<file path="src/rtl/week_timer.sv">
module week_timer #(
  parameter int PRESC_W  = 15,
  parameter int SEC_W    = 28,
  parameter int SUB_W    = 9,
  parameter int SLOW_DIV = 262
) (
  input  logic        clk,
  input  logic        rst_n,
  input  logic        wr_en,
  input  logic [2:0]  wr_addr,
  input  logic [31:0] wr_data,
  input  logic [2:0]  rd_addr,
  output logic [31:0] rd_data,
  output logic        irq_week,
  output logic        irq_subweek,
  output logic        irq_sec,
  output logic        irq_subsec
);
  localparam int SLOW_CW = (SLOW_DIV > 2) ? $clog2(SLOW_DIV) : 1;
  localparam logic [SLOW_CW-1:0] SLOW_LAST = SLOW_CW'(SLOW_DIV - 1);

  logic               run, autold;
  logic [3:0]         sw_rate, ss_rate;
  logic [PRESC_W-1:0] presc;
  logic [SLOW_CW-1:0] slow;
  logic [5:0]         sdiv;
  logic [SEC_W-1:0]   secs, cmpv;
  logic [SUB_W-1:0]   swcnt, swload;
  logic [3:0]         stat;
  logic [PRESC_W:0]   tap;
  logic               base, sw_tick, ss_tick;

  wire wr_ctl = wr_en && wr_addr == 3'd0;
  wire wr_sec = wr_en && wr_addr == 3'd1;
  wire wr_cmp = wr_en && wr_addr == 3'd2;
  wire wr_sw  = wr_en && wr_addr == 3'd3;
  wire wr_st  = wr_en && wr_addr == 3'd4;
  wire [SEC_W-1:0] sec_nxt = secs + 1'b1;
  wire sec_tick = tap[PRESC_W];

  function automatic int clamp_idx(input int v);
    return (v > PRESC_W) ? PRESC_W : v;
  endfunction

  assign tap[0] = run;
  for (genvar k = 1; k <= PRESC_W; k++) begin : g_tap
    assign tap[k] = run & (&presc[k-1:0]);
  end

  assign base    = run && slow == SLOW_LAST;
  assign ss_tick = (ss_rate != 4'd0) && tap[clamp_idx(int'(ss_rate) - 1)];

  always_comb begin
    case (sw_rate)
      4'd0:    sw_tick = 1'b0;
      4'd1:    sw_tick = base;
      4'd2:    sw_tick = base & (&sdiv[1:0]);
      4'd3:    sw_tick = base & (&sdiv[3:0]);
      4'd4:    sw_tick = base & (&sdiv);
      default: sw_tick = tap[clamp_idx(int'(sw_rate) - 5)];
    endcase
  end

  always_ff @(posedge clk or negedge rst_n) begin
    if (!rst_n) begin
      run <= 1'b0; autold <= 1'b0; sw_rate <= '0; ss_rate <= '0;
      presc <= '0; slow <= '0; sdiv <= '0;
      secs <= '0; cmpv <= '0; swcnt <= '0; swload <= '0; stat <= '0;
      irq_week <= 1'b0; irq_subweek <= 1'b0; irq_sec <= 1'b0; irq_subsec <= 1'b0;
    end else begin
      if (wr_ctl) begin
        run     <= wr_data[0];
        autold  <= wr_data[1];
        sw_rate <= wr_data[7:4];
        ss_rate <= wr_data[11:8];
      end
      presc <= run ? presc + 1'b1 : '0;
      slow  <= (!run || base) ? '0 : slow + 1'b1;
      sdiv  <= !run ? '0 : (base ? sdiv + 1'b1 : sdiv);

      if (wr_sec)        secs <= wr_data[SEC_W-1:0];
      else if (sec_tick) secs <= sec_nxt;
      if (wr_cmp)        cmpv <= wr_data[SEC_W-1:0];

      if (wr_sw) begin
        swcnt  <= wr_data[SUB_W-1:0];
        swload <= wr_data[SUB_W-1:0];
      end else if (sw_tick) begin
        if (swcnt <= SUB_W'(1)) swcnt <= autold ? swload : '0;
        else                    swcnt <= swcnt - 1'b1;
      end

      irq_sec     <= sec_tick;
      irq_week    <= sec_tick && !wr_sec && sec_nxt == cmpv;
      irq_subsec  <= ss_tick;
      irq_subweek <= !wr_sw && sw_tick && swcnt == SUB_W'(1);
      stat <= (stat & ~(wr_st ? wr_data[3:0] : 4'h0))
              | {irq_subsec, irq_sec, irq_subweek, irq_week};
    end
  end

  always_comb begin
    case (rd_addr)
      3'd0:    rd_data = {20'h0, ss_rate, sw_rate, 2'b00, autold, run};
      3'd1:    rd_data = 32'(secs);
      3'd2:    rd_data = 32'(cmpv);
      3'd3:    rd_data = 32'(swcnt) | (32'(swload) << 16);
      3'd4:    rd_data = {28'h0, stat};
      default: rd_data = '0;
    endcase
  end

  assert_sec_step_R2: assert property (@(posedge clk) disable iff (!rst_n)
    (sec_tick && !wr_sec) |=> secs == $past(secs) + 1'b1);
  assert_sec_pulse_R2: assert property (@(posedge clk) disable iff (!rst_n)
    irq_sec |=> !irq_sec);
  assert_week_match_R3: assert property (@(posedge clk) disable iff (!rst_n)
    irq_week |-> secs == $past(cmpv));
  assert_stop_zero_R4: assert property (@(posedge clk) disable iff (!rst_n)
    (!autold && swcnt == '0 && !wr_sw) |=> swcnt == '0);
  assert_hold_off_R7: assert property (@(posedge clk) disable iff (!rst_n)
    (!run && !wr_sw && !wr_sec) |=> ($stable(secs) && $stable(swcnt)));
  assert_status_set_R9: assert property (@(posedge clk) disable iff (!rst_n)
    irq_week |=> stat[0]);
endmodule

</file>
<file path="config.mk">
export PLATFORM = sky130hd
export DESIGN_NAME = week_timer
export DESIGN_NICKNAME = d
export VERILOG_FILES = /design/src/rtl/week_timer.sv
export SDC_FILE = /design/constraint.sdc
export NUM_CORES = 1
export LEC_CHECK = 0
export BUFFER_PORTS_ARGS = -buffer_cell sky130_fd_sc_hd__buf_2
export CAP_MARGIN = 10
export CORE_AREA = 3 3 133 135
export CTS_BUF_LIST = sky130_fd_sc_hd__clkbuf_16
export DETAILED_ROUTE_END_ITERATION = 16
export DIE_AREA = 0 0 136 138
export PLACE_DENSITY = 0.72
export SLEW_MARGIN = 40
export SYNTH_ARGS = -nofsm -noshare
export SYNTH_HDL_FRONTEND = slang
export SYNTH_SLANG_ARGS = --single-unit
</file>
<file path="constraint.sdc">
create_clock -name clk -period 2.89 [get_ports clk]
set_clock_uncertainty 0.05 [all_clocks]
set_input_delay 0.578 -clock clk [delete_from_list [all_inputs] [get_ports clk]]
set_output_delay 0.578 -clock clk [all_outputs]
set_load 0.01 [all_outputs]
</file>
# Word-level counts from Yosys, hierarchy flattened
# Cells that the tools add are included.
# W data, S select, Z words.
[op_classes] reduce_logical=38 eq_ne=16 mux=21 n_lt_le_gt_ge=5 addsub=7 bitwise_logic=22
[op_table] operator="$pmux W28 S5" count=1
[op_table] operator="$lt A32 B6 Y1 const B" count=2
[op_table] operator="$mux W32" count=2
[op_table] operator="$mux W28" count=2
[op_table] operator="$mux W9" count=5
[op_table] operator="$add A28 B1 Y28 const B" count=1
[op_table] operator="$eq A28 B28 Y1" count=1
[op_table] operator="$or A9 B25 Y25" count=1
[op_table] operator="$and A1 B1 Y1" count=18
[op_table] operator="$add A15 B1 Y15 const B" count=1
[op_table] operator="$mux W15" count=1
[op_table] operator="$reduce_and A15 Y1" count=1
[op_table] operator="$reduce_and A14 Y1" count=1
[op_table] operator="$reduce_and A13 Y1" count=1
[op_table] operator="$eq A3 B2 Y1 const B" count=4
[op_table] operator="$mux W6" count=2
[op_table] operator="$reduce_and A12 Y1" count=1
[op_table] operator="$reduce_and A6 Y1" count=2
[op_table] operator="$logic_and A1 B1 Y1" count=11
[op_table] operator="$reduce_and A11 Y1" count=1
[op_table] operator="$gt A5 B5 Y1 const B" count=2
[op_table] operator="$reduce_and A10 Y1" count=1
[op_table] operator="$add A9 B1 Y9 const B" count=1
[op_table] operator="$eq A9 B1 Y1 const B" count=1
[op_table] operator="other kinds (32)" count=45
[word_totals] out_inout_bits=36 in_bits=41 elab_cells=125 register_bits=122

# Logic depth before layout (Yosys ltp)
# Gate-level depths: netlist of run 1.
[logic_depth] depth_word=9 mapped_depth=11 depth_no_buf=11

# Worst setup path after synthesis of run 1
# Ideal clock, no wire load.
[synth_path] path_kind="register -> register" startpoint="register sw_rate[0]" endpoint="register swcnt[1]" stages_incl_launch_ff=11 path_slack_ns=0.276 setup_ns=0.121 arrival_ns=2.443 synth_period_minus_slack_ns=2.614 n_path_buf=2 path_cell_list="dfrtp_1 buf_4 inv_2 ha_1 mux2_2 a311oi_1 o22ai_1 a221oi_2 buf_4 mux2i_1 o21ai_1"
[synth_between] elab_chain_len=8 word_cells_on_any_way=13 classes_between="add/sub: 1; order compare: 1; eq/ne: 4; mux: 5; reduce/logical: 2"
[synth_rtl] element="start, declared" line="23" rtl="logic [3:0] sw_rate, ss_rate;"
[synth_rtl] element="start signal, assigned" line="74" rtl="sw_rate <= wr_data[7:4];"
[synth_rtl] element="$sub A4 B3 Y5" line="60" rtl="default: sw_tick = tap[clamp_idx(int'(sw_rate) - 5)];"
[synth_rtl] element="$gt A5 B5 Y1" line="42" rtl="return (v > PRESC_W) ? PRESC_W : v;"
[synth_rtl] element="$mux W32" line="42"
[synth_rtl] element="$bmux W1 S4" line="60"
[synth_rtl] element="$mux W1 (not written as such) (2 in series)" line="60"
[synth_rtl] element="$pmux W1 S5 *" line="54" rtl="case (sw_rate)"
[synth_rtl] element="$reduce_bool A2 Y1 (no line) *"
[synth_rtl] element="end signal, assigned" line="86" rtl="swcnt <= wr_data[SUB_W-1:0];"
[synth_rtl] element="end signal, assigned" line="89" rtl="if (swcnt <= SUB_W'(1)) swcnt <= autold ? swload : '0;"
[synth_rtl] element="end signal, assigned" line="90" rtl="else swcnt <= swcnt - 1'b1;"
[synth_rtl] element="end, declared" line="28" rtl="logic [SUB_W-1:0] swcnt, swload;"
# Every way passes the cells marked *; elsewhere a longest branch is shown, timed or not. The select of a mux whose other input is x is not followed.
# A chain may end at the register's enable or synchronous reset.

# Final worst setup path of run 1
[layout_path] startpoint="register sw_rate[1]" endpoint="register swcnt[5]"
# The elaborated chain is that of the path after synthesis.

==> results of run 1 <==
placed cells by master, fill, tap and decap left out, types with 6 or more instances in the layout:
| cell type | count |
|---|---|
| nand2_1 | 111 |
| xnor2_1 | 50 |
| and2_1 | 7 |
| nor2_1 | 93 |
| or3_1 | 6 |
| a22oi_1 | 10 |
| xor2_1 | 46 |
| mux2i_1 | 29 |
| and3_1 | 10 |
| inv_1 | 19 |
| dfrtp_1 | 122 |
| nor3_1 | 14 |
| o21ai_0 | 39 |
| bufinv_16 | 6 |
| nand4_1 | 11 |
| ha_1 | 16 |
| buf_4 | 25 |
| nor4_1 | 6 |
| nor2b_1 | 13 |
| a21oi_1 | 38 |
| clkbuf_16 | 17 |
| o21ai_1 | 13 |
| nand3_1 | 36 |
| buf_2 | 67 |
| mux2_2 | 36 |
sequential cells by signal, summed over array words and instances (netlist names), 4 cells and up:
name and flops:
swload 9, swcnt 9, secs 28, presc 15, stat 4, sw_rate 4
ss_rate 4, cmpv 28, sdiv 6, slow 9
cells in the mapped netlist, types with 4 or more instances:
cell      number  area, µm²
dfrtp_1      122       3050
a21oi_1       38        190
a22oi_1       10       75.1
and3_1        10       62.6
mux2i_1       29        290
nor2b_1       13       81.3
inv_1         19       71.3
a21o_1         4       30.0
nor2_1        95        357
mux2_2        36        405
and4_1         5       43.8
or3_1          6       37.5
clkbuf_1      29        109
nor4_1         6       37.5
o21ai_0       39        195
xor2_1        46        403
o21ai_1       14       70.1
a31oi_1        4       25.0
nor3_1        14       70.1
o211ai_1       5       37.5
ha_1          17        213
buf_2          8       40.0
xnor2_1       50        438
o31ai_1        4       30.0
nand2_1      111        417
mux4_2         4       90.1
buf_4          9       67.6
nand4_2        4       50.1
nand4_1       11       68.8
and2_1         7       43.8
nand3_1       36        180
final timing paths:
path	start	end	slack (ns)	cells past startpoint
worst max-delay path	sw_rate[1]$_DFFE_PN0P_	swcnt[5]$_DFFE_PN0P_	0.17	9
worst min-delay path	rst_n	presc[5]$_DFF_PN0_	0.06	1
worst max register to register	sw_rate[1]$_DFFE_PN0P_	swcnt[5]$_DFFE_PN0P_	0.17	9
worst min register to register	irq_subweek$_DFF_PN0_	stat[1]$_DFF_PN0_	0.42	1
max in group asynchronous	rst_n	cmpv[18]$_DFFE_PN0P_	2.03	2
min in group clk	wr_data[13]	secs[13]$_DFFE_PN0P_	0.32	3
metrics by stage:
step | cell area [µm²] | instances | util (%) | hold slack (ns) | power (mW)
2_1_floorplan | 7900 | 870 | - | 0.232 | 3.78
3_3_place_gp | 8510 | 1133 | 51.3 | 0.411 | 4.29
3_5_place_dp | 8510 | 1133 | 51.3 | 0.401 | 4.34
4_1_cts | 9170 | 1164 | 55.3 | 0.0757 | 6.74
5_1_grt | 9180 | 1164 | 55.3 | 0.0968 | 7.11
6_report | 9180 | 1164 | 55.3 | 0.0637 | 6.73
per-layer routing:
metal | track usage [%] | vias up | wire length [µm]
met5 | 0 | - | 0
met4 | 6.37 | 0 | 381
met3 | 4.58 | 28 | 1200
met2 | 34.9 | 201 | 9310
met1 | 31.6 | 3226 | 9310
li1 | - | 3155 | -
layout make-up:
type	count	area, µm²	area share, %
Clock buffer	17	425	4.64
Clock inverter	14	228	2.48
Tap cell	220	275	3.00
Timing Repair Buffer	94	563	6.13
Multi-Input combinational cell	677	4560	49.7
Inverter	20	75.1	0.818
Sequential cell	122	3050	33.3
logic make-up after synthesis:
group	Yosys count	share of synthesized area [%]
flops	122	38.7
compound gates	144	11.3
simple gates	346	22.1
xor+xnor	96	10.7
buf+inv	71	4.14
fa+ha+maj	17	2.70
other cells	1	0.0475
mux	70	10.3
critical path, stage by stage (launching register included):
cell and delay (ns):
dfrtp_1 0.42, inv_1 0.09, ha_2 0.41, mux2_2 0.37
a311oi_2 0.24, o22ai_1 0.14, a221oi_2 0.36, buf_12 0.19
a2111oi_0 0.07, a211o_1 0.28
report_power, final:
| group | switching [mW] | leakage [nW] | internal, mW | total [mW] |
|---|---|---|---|---|
| Combinational | 0.942 | 2.17 | 0.870 | 1.81 |
| Clock | 0.783 | 0.307 | 1.60 | 2.38 |
| Sequential | 0.513 | 1.54 | 2.03 | 2.54 |
==> out/summary.txt, run 1 <==
Sequential-to-total area share from yosys stat - 38.7%
DIE HEIGHT - 138 µm
Cts bufs inserted - 17
Max-slew violations - 0
Final wirelength - 20,200 µm
Antenna viol nets, final - 0
Post-synth cell types - 73
Core ar. - 16,600 µm²
DRT iter0 DRCs - 477
GRT Resource Usage Total - 22.4%
Ys Warns - 0
First-pass detailed-route iteration total - 5
Post-CTS resize count - 0
Mapped Cells - 867
Crit-path max FO - 14
Status - finished clean
Worst setup margin - 0.170 ns
Worst slack at placement - 0.184 ns
Worst Max-Slew Pin Slew - 0.651 ns
Ports - 77
Clk slew on worst S/H paths - 0.06 ns
Area delta synth->final - 16.3%
VDD IR max - 0.482 mV
Port-buffer cells - 68
Vias per cell - 5.68
Initial antenna violation count - 0
Vias in the first global route - 6,560
CTS tree - done
Ys async rst share - 100%
DIE AREA - 18,800 µm²
#FFs+latches synth - 122
CTS Root Cell - clkbuf_16
FMAX - 368 MHz
Kind of critical path - reg -> reg
Final Wtd Congestion - 0.892
Min cycle time layout - 2.72 ns
Overflow after GRT - 0
CP Data Arrival Time - 2.98 ns
Finish-stage setup viols - 0
Post-CTS Hold Fix Bufs - 0
Pin count of the biggest net entering global routing - 57
EDFF count, synth - 0
H-tree depth - 4
Leakage power - 4.02 nW
Post-CTS setup repair buffer count - 0
Synth Flop Type - dfrtp_1
# nets final - 990
Syn avg cell area - 9.10 µm²
PD cells - 734 nW/µm²
Routed via count - 6,610
CTS sink cnt - 122
Final hold vios - 0
Critical path capture point type - flip-flop
# DRC - 0
Min-Delay Path Class - in -> async
Max Cap Viol - 0
First-pass GRT wire length - 33,900 µm
Post-Syn Area - 7890 µm²
Cell Rows - 47
Period utilization - 94.1%
Bufs on Longest Clock Path - 2
# diodes - 0
RSZ-0062 raised after global routing - no
Post-Route Setup TNS - 0 ns
Slew HR - 56.3%
Chip width - 136 µm
Effective utilization at floorplan - 47.6%
Worst Path Required - 3.15 ns
DP Wirelength - 14,500 µm
FILL cells - 1,504
Type of origin of the critical path - flip-flop
Share of layout cells above drive strength 1 - 20.6%
Worst-Skew Late Latency - 0.42 ns
Wire length per cell - 17.4 µm
Power figures use the tool's default switching activity.
==> inputs of run 2 (changes only) <==
--- a/config.mk
+++ b/config.mk
@@ -6,10 +6,11 @@
 export NUM_CORES = 1
 export LEC_CHECK = 0
+export ABC_CLOCK_PERIOD_IN_PS = 2890
 export BUFFER_PORTS_ARGS = -buffer_cell sky130_fd_sc_hd__buf_2
 export CAP_MARGIN = 10
-export CORE_AREA = 3 3 133 135
+export CORE_AREA = 3 3 101 176
 export CTS_BUF_LIST = sky130_fd_sc_hd__clkbuf_16
 export DETAILED_ROUTE_END_ITERATION = 16
-export DIE_AREA = 0 0 136 138
+export DIE_AREA = 0 0 104 179
 export PLACE_DENSITY = 0.72
 export SLEW_MARGIN = 40
==> constraint.sdc (replaced) <==
create_clock -name clk -period 2.89 [get_ports clk]
set_clock_uncertainty 0.05 [all_clocks]
set_input_delay 0.289 -clock clk [delete_from_list [all_inputs] [get_ports clk]]
set_output_delay 0.289 -clock clk [all_outputs]
set_load 0.01 [all_outputs]
==> run 2 against run 1 <==
Net effect:
- the flow now finishes with violations (negative setup slack)
- utilization grew 0.33 points
- combinational power grew 6%
- sequential share of layout area grew 0.082 points
- clock power shrank 13%
- global-route usage grew 1.7 points
- sequential power is essentially flat
- register-to-register slack lost 0.19 ns
- clock-buffer cell count is the same
- design area shrank 0.25%
- die area shrank 0.81%
- power shrank 2.8%
- flip-flop and latch count is the same
- highest routed layer unchanged
==> out/summary.txt, run 2 (synthesized netlist as in run 1, its figures left out) <==
Status - complete, but fails checks
Failing checks - negative setup slack
DRT iter0 DRCs - 396 (-17%)
Bufs on Longest Clock Path - 2 (unchanged)
Chip width - 104 µm (-24%)
Top flop regs - cmpv x28, secs x28, presc x15
Non-filler cells, final - 1,170 (+0.52%)
Cell Rows - 62 (+32%)
Most common cell after layout, fill and taps aside - dfrtp_1
Kind of critical path - reg -> reg
Final Wtd Congestion - 0.923 (+3.5%)
First-pass detailed-route iteration total - 4 (-1)
Vias per cell - 5.74 (+1.0%)
Worst Path Required - 3.14 ns (about the same)
Crit-path max FO - 7 (-7)
Share of layout cells above drive strength 1 - 21.0% (+0.49 points)
Slew HR - 52.3% (-4.0 points)
Final hold vios - 0 (unchanged)
FILL cells - 1,518 (+0.93%)
Core ar. - 16,400 µm² (-0.83%)
Area delta synth->final - 16.1%
CP Data Arrival Time - 3.16 ns (+0.18 ns)
Ports - 77 (unchanged)
Max-slew violations - 0 (unchanged)
CTS tree - done
FMAX - 344 MHz (-6.6%)
Worst hold slack - 0.0390 ns (-0.0248 ns)
Finish-stage setup viols - 1 (+1)
Period utilization - 101% (+6.6 points)
Final wirelength - 21,700 µm (+7.6%)
Worst Max-Slew Pin Slew - 0.711 ns (+0.0600 ns)
Wire length per cell - 18.6 µm (+7.0%)
PD cells - 715 nW/µm² (-2.6%)
Worst-Skew Late Latency - 0.42 ns (about the same)
Most frequent cells in the layout - 122 x dfrtp_1, 111 x nand2_1, 94 x nor2_1
Leakage power - 4.00 nW (-0.53%)
DP Wirelength - 15,800 µm (+8.6%)
Overflow after GRT - 0 (unchanged)
Initial antenna violation count - 0 (unchanged)
Port-buffer cells - 68 (unchanged)
First-pass GRT wire length - 35,500 µm (+4.5%)
Routed via count - 6,713 (+1.6%)
Seq pwr share - 38.9% (+1.2 points)
Antenna viol nets, final - 0 (unchanged)
Max Cap Viol - 0 (unchanged)
Min cycle time layout - 2.91 ns (+0.191 ns)
Worst setup margin - -0.0207 ns (-0.191 ns)
Cts bufs inserted - 17 (unchanged)
DIE HEIGHT - 179 µm (+30%)
VDD IR max - 0.315 mV (-35%)
Effective utilization at floorplan - 48.0% (+0.40 points)
Type of origin of the critical path - flip-flop
Vias in the first global route - 6,887 (+5.0%)
NetSw - 2.34 mW (+4.6%)
Comb pwr share - 29.2% (+2.3 points)
H-tree depth - 4 (unchanged)
Sw Ratio - 35.8% (+2.5 points)
CTS Root Cell - clkbuf_16
GRT Resource Usage Total - 24.1% (+1.7 points)
Post-Place Cells - 1,132 (-0.088%)
Pin count of the biggest net entering global routing - 80 (+40%)
# nets final - 991 (+0.10%)
# DRC - 0 (unchanged)
DIE AREA - 18,600 µm² (-0.81%)
Min-Delay Path Class - in -> reg
Area of the multi-input gates - 4590 µm² (+0.66%)
CTS sink cnt - 122 (unchanged)
Clock share of power - 31.8% (-3.6 points)
Int Pwr - 4.20 mW (-6.5%)
Reg area - 3050 µm² (unchanged)
# diodes - 0 (unchanged)
Critical path capture point type - flip-flop
Clk slew on worst S/H paths - 0.06 ns (about the same)
-- run 2: cell types whose count changed in the layout (fill, tap and decap cells not counted), moves of 2 or more --
cell / delta
clkinvlp_4: +2
and4_4: +2
clkinv_1: -2
and4_1: -2
clkinv_2: +2
inv_6: +2
bufinv_16: -4
-- run 2: final timing paths --
kind	from	end	slack [ns]	depth (start not counted)
worst max-delay path	presc[0]$_DFF_PN0_	swcnt[5]$_DFFE_PN0P_	-0.02	10
worst min-delay path	wr_data[14]	secs[14]$_DFFE_PN0P_	0.04	3
worst max register to register	presc[0]$_DFF_PN0_	swcnt[5]$_DFFE_PN0P_	-0.02	10
worst min register to register	stat[3]$_DFF_PN0_	stat[3]$_DFF_PN0_	0.43	1
max in group asynchronous	rst_n	ss_rate[3]$_DFFE_PN0P_	1.59	3
min in group asynchronous	rst_n	swload[8]$_DFFE_PN0P_	0.35	2
-- run 2: stage by stage --
| stage | util, % | setup slack (ns) | power, mW | area [µm²] | setup TNS [ns] |
|---|---|---|---|---|---|
| final | 55.7 | -0.0207 | 6.54 | 9160 | -0.0207 |
| after global routing | 55.7 | -0.0579 | 6.89 | 9160 | -0.0915 |
| after CTS | 55.2 | 0.0192 | 6.49 | 9090 | 0 |
| after detailed placement | 51.6 | 0.00189 | 4.37 | 8480 | 0 |
| after global placement | 51.5 | 0.0683 | 4.31 | 8480 | 0 |
| after floorplan | - | 0.276 | 3.78 | 7900 | 0 |
-- run 2: power groups by stage --
| stage | sequential [mW] | combinational, mW | clock, mW |
|---|---|---|---|
| floorplan | 2.33 | 1.45 | 0 |
| global placement | 2.55 | 1.76 | 0 |
| detailed placement | 2.56 | 1.81 | 0 |
| CTS | 2.53 | 1.85 | 2.11 |
| global route | 2.59 | 2.11 | 2.19 |
| finish | 2.55 | 1.91 | 2.08 |
-- run 2: final cells by class --
type                       instances  share of cell area [%]
multi-input combinational        677                    50.1
clock buffer                      17                    4.65
inverter                          20                   0.820
clock inverter                    15                    1.65
tap                              224                    3.06
sequential                       122                    33.3
timing repair buffer              95                    6.36
-- run 2: repair_timing --
action	4_1_cts	5_1_grt
gates resized for setup	3	6
hold buffers	1	0
pin swaps	1	4
gates cloned	0	1
setup buffers	0	4
setup endpoints to repair	5	7
hold endpoints to repair	43	0
-- run 2: worst max-delay path: stages, from the launching register on --
cell       delay, ns
dfrtp_1         0.41
ha_1            0.24
buf_4           0.15
ha_1            0.21
mux2_2          0.31
a311oi_2        0.31
o22ai_2         0.13
a221oi_4        0.40
clkbuf_16       0.23
a2111oi_0       0.06
a211o_1         0.28
-- run 2: per-layer routing --
layer / up-vias / share of wire (%) / global-route usage [%]
met5: - / 0 / 0
met4: 0 / 4.5 / 13.4
met3: 73 / 3.6 / 3.60
met2: 204 / 56 / 45.8
met1: 3281 / 36 / 25.1
li1: 3155 / - / -
